## src/rtl/nia_pkg.sv

```systemverilog
// Package: shared types for the nested priority interrupt arbiter.
// Assumes: nothing beyond IEEE 1800-2017.
package nia_pkg;
    // Operation applied to the saved-level stack on a clock edge
    typedef enum logic [1:0] {
        STK_NONE = 2'd0,
        STK_PUSH = 2'd1,
        STK_POP  = 2'd2
    } stk_op_e;
endpackage

```

## src/rtl/nia_prio_regs.sv

```systemverilog
// Module: per-source priority level registers written by software.
// Assumes: one write per cycle; index values at or above NUM_SRC are ignored.
module nia_prio_regs #(
    parameter int NUM_SRC = 8,
    parameter int PRIO_W  = 3,
    localparam int SRC_W  = $clog2(NUM_SRC)
) (
    input  logic                        clk,
    input  logic                        rst_n,
    input  logic                        wr_en,
    input  logic [SRC_W-1:0]            wr_idx,
    input  logic [PRIO_W-1:0]           wr_level,
    output logic [NUM_SRC*PRIO_W-1:0]   levels
);
    for (genvar g = 0; g < NUM_SRC; g++) begin : g_src
        logic [PRIO_W-1:0] lvl_q;
        // Hold one source's level; load it when this index is written
        always_ff @(posedge clk) begin
            if (!rst_n)
                lvl_q <= '0;
            else if (wr_en && wr_idx == SRC_W'(g))
                lvl_q <= wr_level;
        end
        assign levels[g*PRIO_W +: PRIO_W] = lvl_q;
    end
endmodule

```

## src/rtl/nia_select.sv

```systemverilog
// Module: combinational winner search over pending requests.
// Picks the highest nonzero level; ties go to the lowest index.
// Assumes: level 0 means the source is disabled.
module nia_select #(
    parameter int NUM_SRC = 8,
    parameter int PRIO_W  = 3,
    localparam int SRC_W  = $clog2(NUM_SRC)
) (
    input  logic [NUM_SRC-1:0]          req,
    input  logic [NUM_SRC*PRIO_W-1:0]   levels,
    output logic                        any,
    output logic [SRC_W-1:0]            win_idx,
    output logic [PRIO_W-1:0]           win_level
);
    // Scan upward; only a strictly higher level replaces the best so far
    always_comb begin
        logic [PRIO_W-1:0] cur;
        win_idx   = '0;
        win_level = '0;
        for (int i = 0; i < NUM_SRC; i++) begin
            cur = levels[i*PRIO_W +: PRIO_W];
            if (req[i] && cur > win_level) begin
                win_level = cur;
                win_idx   = SRC_W'(i);
            end
        end
        any = (win_level != '0);
    end
endmodule

```

## src/rtl/nia_level_stack.sv

```systemverilog
// Module: fixed-depth LIFO of saved running levels.
// Assumes: the caller never pushes when full or pops when empty.
// Such requests are ignored here as a guard.
module nia_level_stack #(
    parameter int DEPTH  = 8,
    parameter int PRIO_W = 3,
    localparam int PTR_W = $clog2(DEPTH),
    localparam int CNT_W = $clog2(DEPTH + 1)
) (
    input  logic                 clk,
    input  logic                 rst_n,
    input  nia_pkg::stk_op_e     op,
    input  logic [PRIO_W-1:0]    push_level,
    output logic [PRIO_W-1:0]    top_level,
    output logic [CNT_W-1:0]     count
);
    import nia_pkg::*;

    logic [PRIO_W-1:0] mem [DEPTH];
    logic [CNT_W-1:0]  cnt_q;
    logic [PTR_W-1:0]  wr_ptr;
    logic [PTR_W-1:0]  top_ptr;

    assign wr_ptr  = PTR_W'(cnt_q);
    assign top_ptr = PTR_W'(cnt_q - CNT_W'(1));

    // Track occupancy and store the pushed level at the next free slot
    always_ff @(posedge clk) begin
        if (!rst_n) begin
            cnt_q <= '0;
            for (int i = 0; i < DEPTH; i++) mem[i] <= '0;
        end else begin
            if (op == STK_PUSH && cnt_q < CNT_W'(DEPTH)) begin
                mem[wr_ptr] <= push_level;
                cnt_q       <= cnt_q + CNT_W'(1);
            end else if (op == STK_POP && cnt_q != '0) begin
                cnt_q <= cnt_q - CNT_W'(1);
            end
        end
    end

    // Present the most recently saved level, or 0 when empty
    always_comb top_level = (cnt_q != '0) ? mem[top_ptr] : '0;

    assign count = cnt_q;
endmodule

```

## src/rtl/nest_irq_arbiter.sv

```systemverilog
// Module: nested priority interrupt arbiter (top).
// Grants a request at an instruction start when it outranks the running
// level, saves that level on a stack and restores it on handler completion.
// Assumes: handler_done is a one-cycle strobe from the core; a pop has
// precedence over a grant on the same edge.
module nest_irq_arbiter #(
    parameter int NUM_SRC     = 8,
    parameter int PRIO_W      = 3,
    parameter int STACK_DEPTH = 8,
    localparam int SRC_W      = $clog2(NUM_SRC),
    localparam int CNT_W      = $clog2(STACK_DEPTH + 1)
) (
    input  logic                clk,
    input  logic                rst_n,
    input  logic [NUM_SRC-1:0]  irq_req,
    input  logic                prio_wr_en,
    input  logic [SRC_W-1:0]    prio_wr_idx,
    input  logic [PRIO_W-1:0]   prio_wr_level,
    input  logic                insn_start,
    input  logic                mask_all,
    input  logic                handler_done,
    output logic                take,
    output logic [SRC_W-1:0]    take_src,
    output logic [PRIO_W-1:0]   take_level,
    output logic [PRIO_W-1:0]   run_level,
    output logic [NUM_SRC-1:0]  src_ack,
    output logic                nest_ovf
);
    import nia_pkg::*;

    logic [NUM_SRC*PRIO_W-1:0] levels;
    logic                      any_req;
    logic [SRC_W-1:0]          win_idx;
    logic [PRIO_W-1:0]         win_level;
    logic [PRIO_W-1:0]         saved_level;
    logic [CNT_W-1:0]          stk_count;
    logic                      want_take;
    logic                      stk_full;
    logic                      do_take;
    logic                      do_pop;
    stk_op_e                   stk_op;
    logic [PRIO_W-1:0]         run_q;

    nia_prio_regs #(.NUM_SRC(NUM_SRC), .PRIO_W(PRIO_W)) u_regs (
        .clk      (clk),
        .rst_n    (rst_n),
        .wr_en    (prio_wr_en),
        .wr_idx   (prio_wr_idx),
        .wr_level (prio_wr_level),
        .levels   (levels)
    );

    nia_select #(.NUM_SRC(NUM_SRC), .PRIO_W(PRIO_W)) u_sel (
        .req       (irq_req),
        .levels    (levels),
        .any       (any_req),
        .win_idx   (win_idx),
        .win_level (win_level)
    );

    nia_level_stack #(.DEPTH(STACK_DEPTH), .PRIO_W(PRIO_W)) u_stack (
        .clk        (clk),
        .rst_n      (rst_n),
        .op         (stk_op),
        .push_level (run_q),
        .top_level  (saved_level),
        .count      (stk_count)
    );

    // Decide this edge's action: pop first, then an outranking grant
    always_comb begin
        want_take = insn_start && !mask_all && !handler_done
                    && any_req && (win_level > run_q);
        stk_full  = (stk_count == CNT_W'(STACK_DEPTH));
        do_take   = want_take && !stk_full;
        do_pop    = handler_done && (stk_count != '0);
        stk_op    = do_pop ? STK_POP : (do_take ? STK_PUSH : STK_NONE);
    end

    // Running level: raise on a grant, restore on a pop
    always_ff @(posedge clk) begin
        if (!rst_n)
            run_q <= '0;
        else if (do_pop)
            run_q <= saved_level;
        else if (do_take)
            run_q <= win_level;
    end

    // Registered grant outputs and per-source acknowledge
    always_ff @(posedge clk) begin
        if (!rst_n) begin
            take       <= 1'b0;
            take_src   <= '0;
            take_level <= '0;
            src_ack    <= '0;
        end else begin
            take    <= do_take;
            src_ack <= do_take ? (NUM_SRC'(1) << win_idx) : '0;
            if (do_take) begin
                take_src   <= win_idx;
                take_level <= win_level;
            end
        end
    end

    // Sticky overflow: a grant was due but the stack had no room
    always_ff @(posedge clk) begin
        if (!rst_n)
            nest_ovf <= 1'b0;
        else if (want_take && stk_full)
            nest_ovf <= 1'b1;
    end

    assign run_level = run_q;
endmodule

```

## config.mk

```make
export PLATFORM = sky130hd
export DESIGN_NAME = nest_irq_arbiter
export DESIGN_NICKNAME = d
export VERILOG_FILES = /design/src/rtl/nia_pkg.sv /design/src/rtl/nia_prio_regs.sv /design/src/rtl/nia_select.sv /design/src/rtl/nia_level_stack.sv /design/src/rtl/nest_irq_arbiter.sv
export SDC_FILE = /design/constraint.sdc
export NUM_CORES = 1
export LEC_CHECK = 0
export BUFFER_PORTS_ARGS = -buffer_cell sky130_fd_sc_hd__buf_2
export CAP_MARGIN = 20
export CORE_ASPECT_RATIO = 0.75
export CORE_MARGIN = 3
export CORE_UTILIZATION = 49
export CTS_CLUSTER_DIAMETER = 30
export DETAILED_ROUTE_END_ITERATION = 16
export GPL_TIMING_DRIVEN = 1
export PLACE_DENSITY = 0.68
export SKIP_LAST_GASP = 1
export SLEW_MARGIN = 25
export SYNTH_ARGS = -nofsm -noshare
export SYNTH_HDL_FRONTEND = slang
export SYNTH_SLANG_ARGS = --single-unit
```

## constraint.sdc

```tcl
create_clock -name clk -period 20.3 [get_ports clk]
set_input_delay 5.075 -clock clk [delete_from_list [all_inputs] [get_ports clk]]
set_output_delay 5.075 -clock clk [all_outputs]
set_load 0.05 [all_outputs]
```

==> metrics.txt, run 1 <==
Clock Pin Slew Worst Setup and Hold Paths 50 ps; Area Overhead vs Synth 14.3%; launch point of the worst reg-to-reg path u_regs.g_src[1].lvl_q[2]; Die Footprint 9680 um^2; worst-skew pair later-pin latency 340 ps; largest stage delay on the critical path 540 ps; gpl congestion 0.891; vias per cell 6.19; R2R cell count 55; Critical Path Source irq_req[0]; Longest Clk Path Bufs 2; final worst-path cycle share 86.1%; Worst setup endpoint u_stack.mem[1][0]; placed wire-length estimate 7870 um; largest net degree at the start of global routing 42; critical path fanouts, max 8; initial antenna violation count 0; Seq cells post-synth 71; clk root buf clkbuf_16; final net count 514; min Tclk post-route 17480 ps; RSZ-0062 raised after global routing no; Final Setup Violations 0; outcome completed; crit-path most repeated cell ha_1; reg-to-reg endpoint u_stack.mem[1][0]; Filler cells 735; Die X-Extent 113 um; gr usage total 22.8%; hold_buf cts 0; final setup TNS 0 ps; ANT cells 0; PortBufs 38; measured slew at the worst slew-check pin 771 ps; Initial Utilization 51.6%; fin. max-slew vios 0; synth unique cells 80; Main synth FF type dfxtp_1; f_max 57.2 MHz; Slew HR 48.0%; Mapped Cells 447; area leader, netlist dfxtp_1; Total Routed Length 10700 um; Via Count 3657; DRC Markers 0; grt ovf 0; area of the multi-input gates 2360 um^2; worst endpoint required time 20270 ps; drt pass-1 iters 5; share of cells above drive strength 1 20.2%; # rows 28; critical path type in2reg; CP max stage cell o31ai_1; FF+latch area 1660 um^2; Boundary Pins 39; CTS buffer count 9; CP Capture Type register; Netlist Area Pre-Place 4180 um^2; total chip power 0.484 mW; Post-CTS Setup Repair Bufs 0; die height 85.9 um; clk_skew 7.93 ps; Final Hold Fails 0; pwr dens 102 nW/um^2; post-synth top area share 22.5%; leakage 1.91 nW; Peak VDD IR 0.0000706 V; first-pass GRT wire length 17500 um; syn nets 480; Min-Delay Path Class reg2reg; Max Cap Viol 0; DR WL/cell 18.0 um; Synth area leaders dfxtp_1 23%, edfxtp_1 17%, mux2i_1 6.5%; syn_area_per_cell 9.34 um^2; drt initial violations 336; WP data arrival 17450 ps; worst reg2reg setup slack 7270 ps; H-tree levels 3; sequential element share of the synthesized area 39.8%; hold path cells 2; vias in the first global route 3383; warnings from Yosys 0; CTS sink count 71; Post-DRT Antenna Nets 0; Core Box Area 8090 um^2; CTS tree built; worst hold slack 461 ps; # resized after CTS 0; number of enable flip-flop cells after synthesis 24; Startpoint Class primary input; asr flop ratio synth 0%
cell usage after synthesis (6+ instances only):
library cell	instances
inv_1	21
mux2i_1	27
a21oi_1	12
ha_1	13
nand3_1	13
dfxtp_1	47
mux4_2	6
nor3_1	19
o211ai_1	7
edfxtp_1	24
nor2_1	66
clkbuf_1	12
o21ai_0	13
nand2_1	47
per-stage QoR:
stage	cell area, um^2	worst slack (ps)	utilization, %	std cells
detailed placement	4430	2570	54.7	575
finish	4770	2820	59.0	591
CTS	4770	2870	59.0	591
global placement	4430	2860	54.7	575
global route	4770	1900	59.0	591
floorplan	4180	4290	-	447
cells by family (layout without fill, tap and decap cells):
group	after synthesis	count (layout)	share of synthesized area (%)
multiplexers	40	40	11.7
adder cells (fa/ha/maj)	17	17	4.85
flip-flops	71	71	39.8
AO/OA/AOI/OAI	92	92	17.6
AND/OR/NAND/NOR	188	188	21.9
buffers and inverters	37	76	3.78
XOR/XNOR	2	2	0.420
area by class of cell:
type	count	share of cell area (%)
Timing Repair Buffer	39	4.14
Sequential cell	71	34.8
Clock buffer	9	4.72
Tap cell	105	2.75
Clock inverter	7	2.52
Inverter	21	1.65
Multi-Input combinational cell	339	49.4
registers in the layout, indices dropped and copies added (netlist names):
signal,cells
take_src,3
nest_ovf,1
run_level,3
u_stack.count,4
take_level,3
take,1
u_regs.g_src.lvl_q,24
u_stack.mem,24
src_ack,8
power by group:
part	switching, mW	total, mW	internal [mW]
registers	0.0172	0.172	0.155
clock network	0.0634	0.184	0.120
logic	0.0768	0.128	0.0513
total	0.157	0.484	0.327
routing by layer:
| layer | routed length [um] | up-vias | part of all wire (%) | track usage, % |
|---|---|---|---|---|
| met4 | 122 | 0 | 1.1 | 5.57 |
| met1 | 5300 | 1755 | 50 | 35.3 |
| met3 | 911 | 11 | 8.5 | 7.19 |
| met2 | 4330 | 160 | 41 | 30.5 |
| met5 | 0 | - | 0 | 0 |
| li1 | - | 1731 | - | - |
placed cells by master (no fill, tap or decap), types with 5 or more instances in the layout:
master and count:
a21oi_1 12, buf_2 38, clkbuf_16 9, dfxtp_1 47, edfxtp_1 24, ha_1 13
inv_1 21, mux2_2 5, mux2i_1 27, mux4_2 6, nand2_1 47, nand2b_1 5
nand3_1 13, nor2_1 66, nor3_1 19, nor3b_1 5, o211ai_1 7, o21a_1 5
o21ai_0 13, or2_2 5
critical path: cells and delay by family:
family | cells | cell delay [ps]
AOI/OAI and AO/OA | 19 | 4230
buffers and inverters | 3 | 300
muxes | 2 | 830
adders and majority gates | 11 | 3130
and+or+nand+nor | 22 | 3880
worst min-delay path by stage:
stage                                        start                  endpoint  slack, ps
after floorplan           u_regs.g_src[0].lvl_q[0]  u_regs.g_src[0].lvl_q[0]        450
after global placement                 take_src[2]               take_src[2]        440
after detailed placement               take_src[2]               take_src[2]        460
after CTS                              take_src[2]               take_src[2]        470
after global routing                   take_src[2]               take_src[2]        470
final                                  take_src[2]               take_src[2]        460
No activity file was read; power rests on OpenSTA's default activity.
==> run 2: changes to the inputs <==
- PLACE_DENSITY: 0.68 -> default
- PLACE_DENSITY_LB_ADDON: default -> 0.05
==> metrics.txt, run 2 (synthesis results as in run 1) <==
Initial Utilization 51.6%; H-tree levels 3; hold_buf cts 0; first-pass GRT wire length 17400 um; Core Util, Final 58.3%; gr usage total 23.0%; Final Setup Violations 0; Die Footprint 9680 um^2; most common cell after layout, fill and taps aside nor2_1; Placed Cells 575; placed wire-length estimate 8070 um; Clock Pin Slew Worst Setup and Hold Paths 60 ps; leakage 1.89 nW; most frequent cells in the layout 66 x nor2_1, 47 x nand2_1, 47 x dfxtp_1, 38 x buf_2, 27 x mux2i_1; placed inst area 4430 um^2; worst-skew pair later-pin latency 330 ps; share of cells above drive strength 1 19.8%; clk root buf clkbuf_16; Die X-Extent 113 um; largest net degree at the start of global routing 42; DR WL/cell 18.1 um; Max Used Layer met4; WP data arrival 17320 ps; clk_skew 5.65 ps; critical path type in2reg; Final Hold Fails 0; Slew HR 30.0%; Post-CTS Setup Repair Bufs 0; CTS buffer count 9; Boundary Pins 39; DRC Markers 0; CP max stage cell o31ai_1; Post-DRT Antenna Nets 0; fin cells 591; initial antenna violation count 0; biggest regs u_regs.g_src.lvl_q (24), u_stack.mem (24), src_ack (8); design area 4720 um^2; Total Routed Length 10700 um; gpl congestion 0.942; pwr dens 96.2 nW/um^2; Area Overhead vs Synth 12.9%; outcome completed; ANT cells 0; vias in the first global route 3327; fin. max-slew vios 0; crit-path most repeated cell ha_1; CTS tree built; f_max 57.7 MHz; largest stage delay on the critical path 520 ps; critical path fanouts, max 8; Via Count 3594; grt ovf 0; RSZ-0062 raised after global routing no; Longest Clk Path Bufs 2; worst endpoint required time 20270 ps; drt initial violations 355; worst hold slack 454 ps; vias per cell 6.08; Max Cap Viol 0; Core Box Area 8090 um^2; Peak VDD IR 0.0000714 V; met3 WL 795 um; Min-Delay Path Class reg2reg; final setup TNS 0 ps; CTS sink count 71; die height 85.9 um; measured slew at the worst slew-check pin 1040 ps; drt pass-1 iters 5; M1 wire length 5670 um; # resized after CTS 0; min Tclk post-route 17350 ps; Startpoint Class primary input; PortBufs 38; CP Capture Type register; # rows 28; final net count 514; final worst-path cycle share 85.4%; WL met2 4090 um
run 2: area by class of cell:
class,instances,area [um^2]
fillers,723,3380
inverters,21,78.8
clock buffers,10,229
well taps,105,131
multi-input cells,339,2360
flip-flops and latches,71,1660
clock inverters,6,61.3
repair buffers,39,198
run 2: critical path, delay by kind of cell:
family	cells	cell delay (ps)
and+or+nand+nor	22	3730
adders and majority gates	11	3120
buffers and inverters	3	290
AOI/OAI and AO/OA	19	4270
muxes	2	820
run 2: worst paths after layout:
check	slack, ps	cells past startpoint	to	startpoint
max reg2reg	7410	55	u_stack.mem[1][1]	u_regs.g_src[1].lvl_q[2]
min reg2reg	450	2	take_src[2]	take_src[2]
max	2950	57	u_stack.mem[1][1]	irq_req[0]
min	450	2	take_src[2]	take_src[2]
run 2: layer usage:
layer | track usage (%) | vias to the layer above
li1 | - | 1728
met1 | 37.3 | 1708
met2 | 30.4 | 143
met3 | 4.51 | 15
met4 | 5.90 | 0
met5 | 0 | -
run 2: metrics by stage:
stage | worst slack, ps | power [mW]
floorplan | 4290 | 0.270
global placement | 3190 | 0.300
detailed placement | 2810 | 0.301
CTS | 3110 | 0.455
global route | 1960 | 0.474
finish | 2950 | 0.453
run 2: power breakdown:
| part | total, mW | internal (mW) | switching [mW] | leakage [nW] |
|---|---|---|---|---|
| registers | 0.172 | 0.155 | 0.0163 | 0.628 |
| logic | 0.129 | 0.0513 | 0.0775 | 1.12 |
| clock network | 0.153 | 0.0946 | 0.0585 | 0.144 |
| total | 0.453 | 0.301 | 0.152 | 1.89 |
==> run 3: changes to the inputs <==
--- a/config.mk
+++ b/config.mk
@@ -9,5 +9,7 @@
 export CAP_MARGIN = 20
+export CELL_PAD_IN_SITES_DETAIL_PLACEMENT = 1
+export CELL_PAD_IN_SITES_GLOBAL_PLACEMENT = 1
 export CORE_ASPECT_RATIO = 0.75
 export CORE_MARGIN = 3
-export CORE_UTILIZATION = 49
+export CORE_UTILIZATION = 46
 export CTS_CLUSTER_DIAMETER = 30
==> constraint.sdc (replaced) <==
create_clock -name clk -period 20.3 [get_ports clk]
set_input_delay 1.015 -clock clk [delete_from_list [all_inputs] [get_ports clk]]
set_output_delay 1.015 -clock clk [all_outputs]
set_load 0.05 [all_outputs]
==> metrics.txt, run 3 (synthesis results as in run 1) <==
fin. max-slew vios 0; worst reg2reg setup slack 7150 ps; gr usage total 24.6%; Placed Cells 578; Core Box Area 8640 um^2; final setup TNS 0 ps; measured slew at the worst slew-check pin 859 ps; clk root buf clkbuf_16; Critical Path Source irq_req[0]; gpl congestion 0.822; CTS tree built; Peak VDD IR 0.0000679 V; Via Count 3628; crit-path most repeated cell ha_1; worst-skew pair later-pin latency 330 ps; Area Overhead vs Synth 12.9%; Die Footprint 10300 um^2; WP data arrival 13550 ps; drt pass-1 iters 4; reg-to-reg endpoint u_stack.mem[1][2]; Post-CTS Setup Repair Bufs 0; drt initial violations 198; critical path fanouts, max 8; largest stage delay on the critical path 570 ps; most frequent cells in the layout 66 x nor2_1, 47 x nand2_1, 47 x dfxtp_1, 38 x buf_2, 27 x mux2i_1; Final Hold Fails 0; PortBufs 38; CP max stage cell o31ai_1; Initial Utilization 48.3%; clk_skew 6.74 ps; vias in the first global route 3683; Clock Pin Slew Worst Setup and Hold Paths 50 ps; DR WL/cell 19.8 um; H-tree levels 3; final net count 514; placed wire-length estimate 9060 um; outcome completed; Startpoint Class primary input; Post-DRT Antenna Nets 0; CTS buffer count 9; # resized after CTS 0; Boundary Pins 39; final worst-path cycle share 66.9%; leakage 1.87 nW; critical path type in2reg; # rows 29; ANT cells 0; most common cell after layout, fill and taps aside nor2_1; Max Cap Viol 0; grt ovf 0; Final Setup Violations 0; first-pass GRT wire length 19500 um; R2R cell count 53; share of cells above drive strength 1 19.8%; min Tclk post-route 13580 ps; initial antenna violation count 0; pwr dens 96.2 nW/um^2; hold_buf cts 0; Longest Clk Path Bufs 2; launch point of the worst reg-to-reg path u_regs.g_src[1].lvl_q[2]; RSZ-0062 raised after global routing no; largest net degree at the start of global routing 42; Min-Delay Path Class reg2reg; CP Capture Type register; f_max 73.6 MHz; biggest regs u_regs.g_src.lvl_q (24), u_stack.mem (24), src_ack (8); Die X-Extent 116 um; CTS sink count 71; die height 88.5 um; DRC Markers 0; worst endpoint required time 20260 ps; Slew HR 42.7%; Worst setup endpoint u_stack.mem[1][2]; vias per cell 6.11; fin cells 594; Total Routed Length 11800 um
==> run 3: layer usage <==
layer / routed length [um] / up-vias / global-route usage (%)
met4: 81 / 0 / 4.43
li1: - / 1733 / -
met1: 6110 / 1795 / 37.9
met2: 4910 / 88 / 36.0
met5: 0 / - / 0
met3: 689 / 12 / 4.92
==> run 3: final cells by class <==
cell class | instances | area [um^2]
Clock inverter | 5 | 31.3
Tap cell | 108 | 135
Clock buffer | 11 | 254
Sequential cell | 71 | 1660
Multi-Input combinational cell | 339 | 2360
Inverter | 21 | 78.8
Timing Repair Buffer | 39 | 198
Fill cell | 1017 | 3920
==> run 3: how the worst min path moves through the flow <==
stage / from / to / slack (ps) / cells after the start
6_report: nest_ovf / nest_ovf / 460 / 1
5_1_grt: nest_ovf / nest_ovf / 500 / 1
4_1_cts: take_src[2] / take_src[2] / 470 / 2
3_5_place_dp: nest_ovf / nest_ovf / 460 / 1
3_3_place_gp: take_src[2] / take_src[2] / 450 / 2
2_1_floorplan: u_regs.g_src[0].lvl_q[0] / u_regs.g_src[0].lvl_q[0] / 450 / 2
==> run 3: through the flow <==
stage	power (mW)	util [%]	hold slack, ps	cell area, um^2	setup slack (ps)
after floorplan	0.270	-	452	4180	8350
after global placement	0.300	51.3	447	4430	6990
after detailed placement	0.305	51.3	455	4430	6510
after CTS	0.456	54.6	466	4710	6760
after global routing	0.478	54.6	501	4710	5820
final	0.453	54.6	464	4710	6720
==> run 3: report_power, final <==
group          total [mW]  leakage (nW)  internal (mW)  switching (mW)
registers           0.173         0.628          0.155          0.0175
clock network       0.148         0.130         0.0894          0.0585
logic               0.133          1.12         0.0516          0.0811
==> run 3: critical path: cells and delay by family <==
kind / cells / cell delay [ps]
and+or+nand+nor: 22 / 4000
adders and majority gates: 10 / 2840
AOI/OAI and AO/OA: 19 / 4650
buffers and inverters: 2 / 190
muxes: 2 / 830
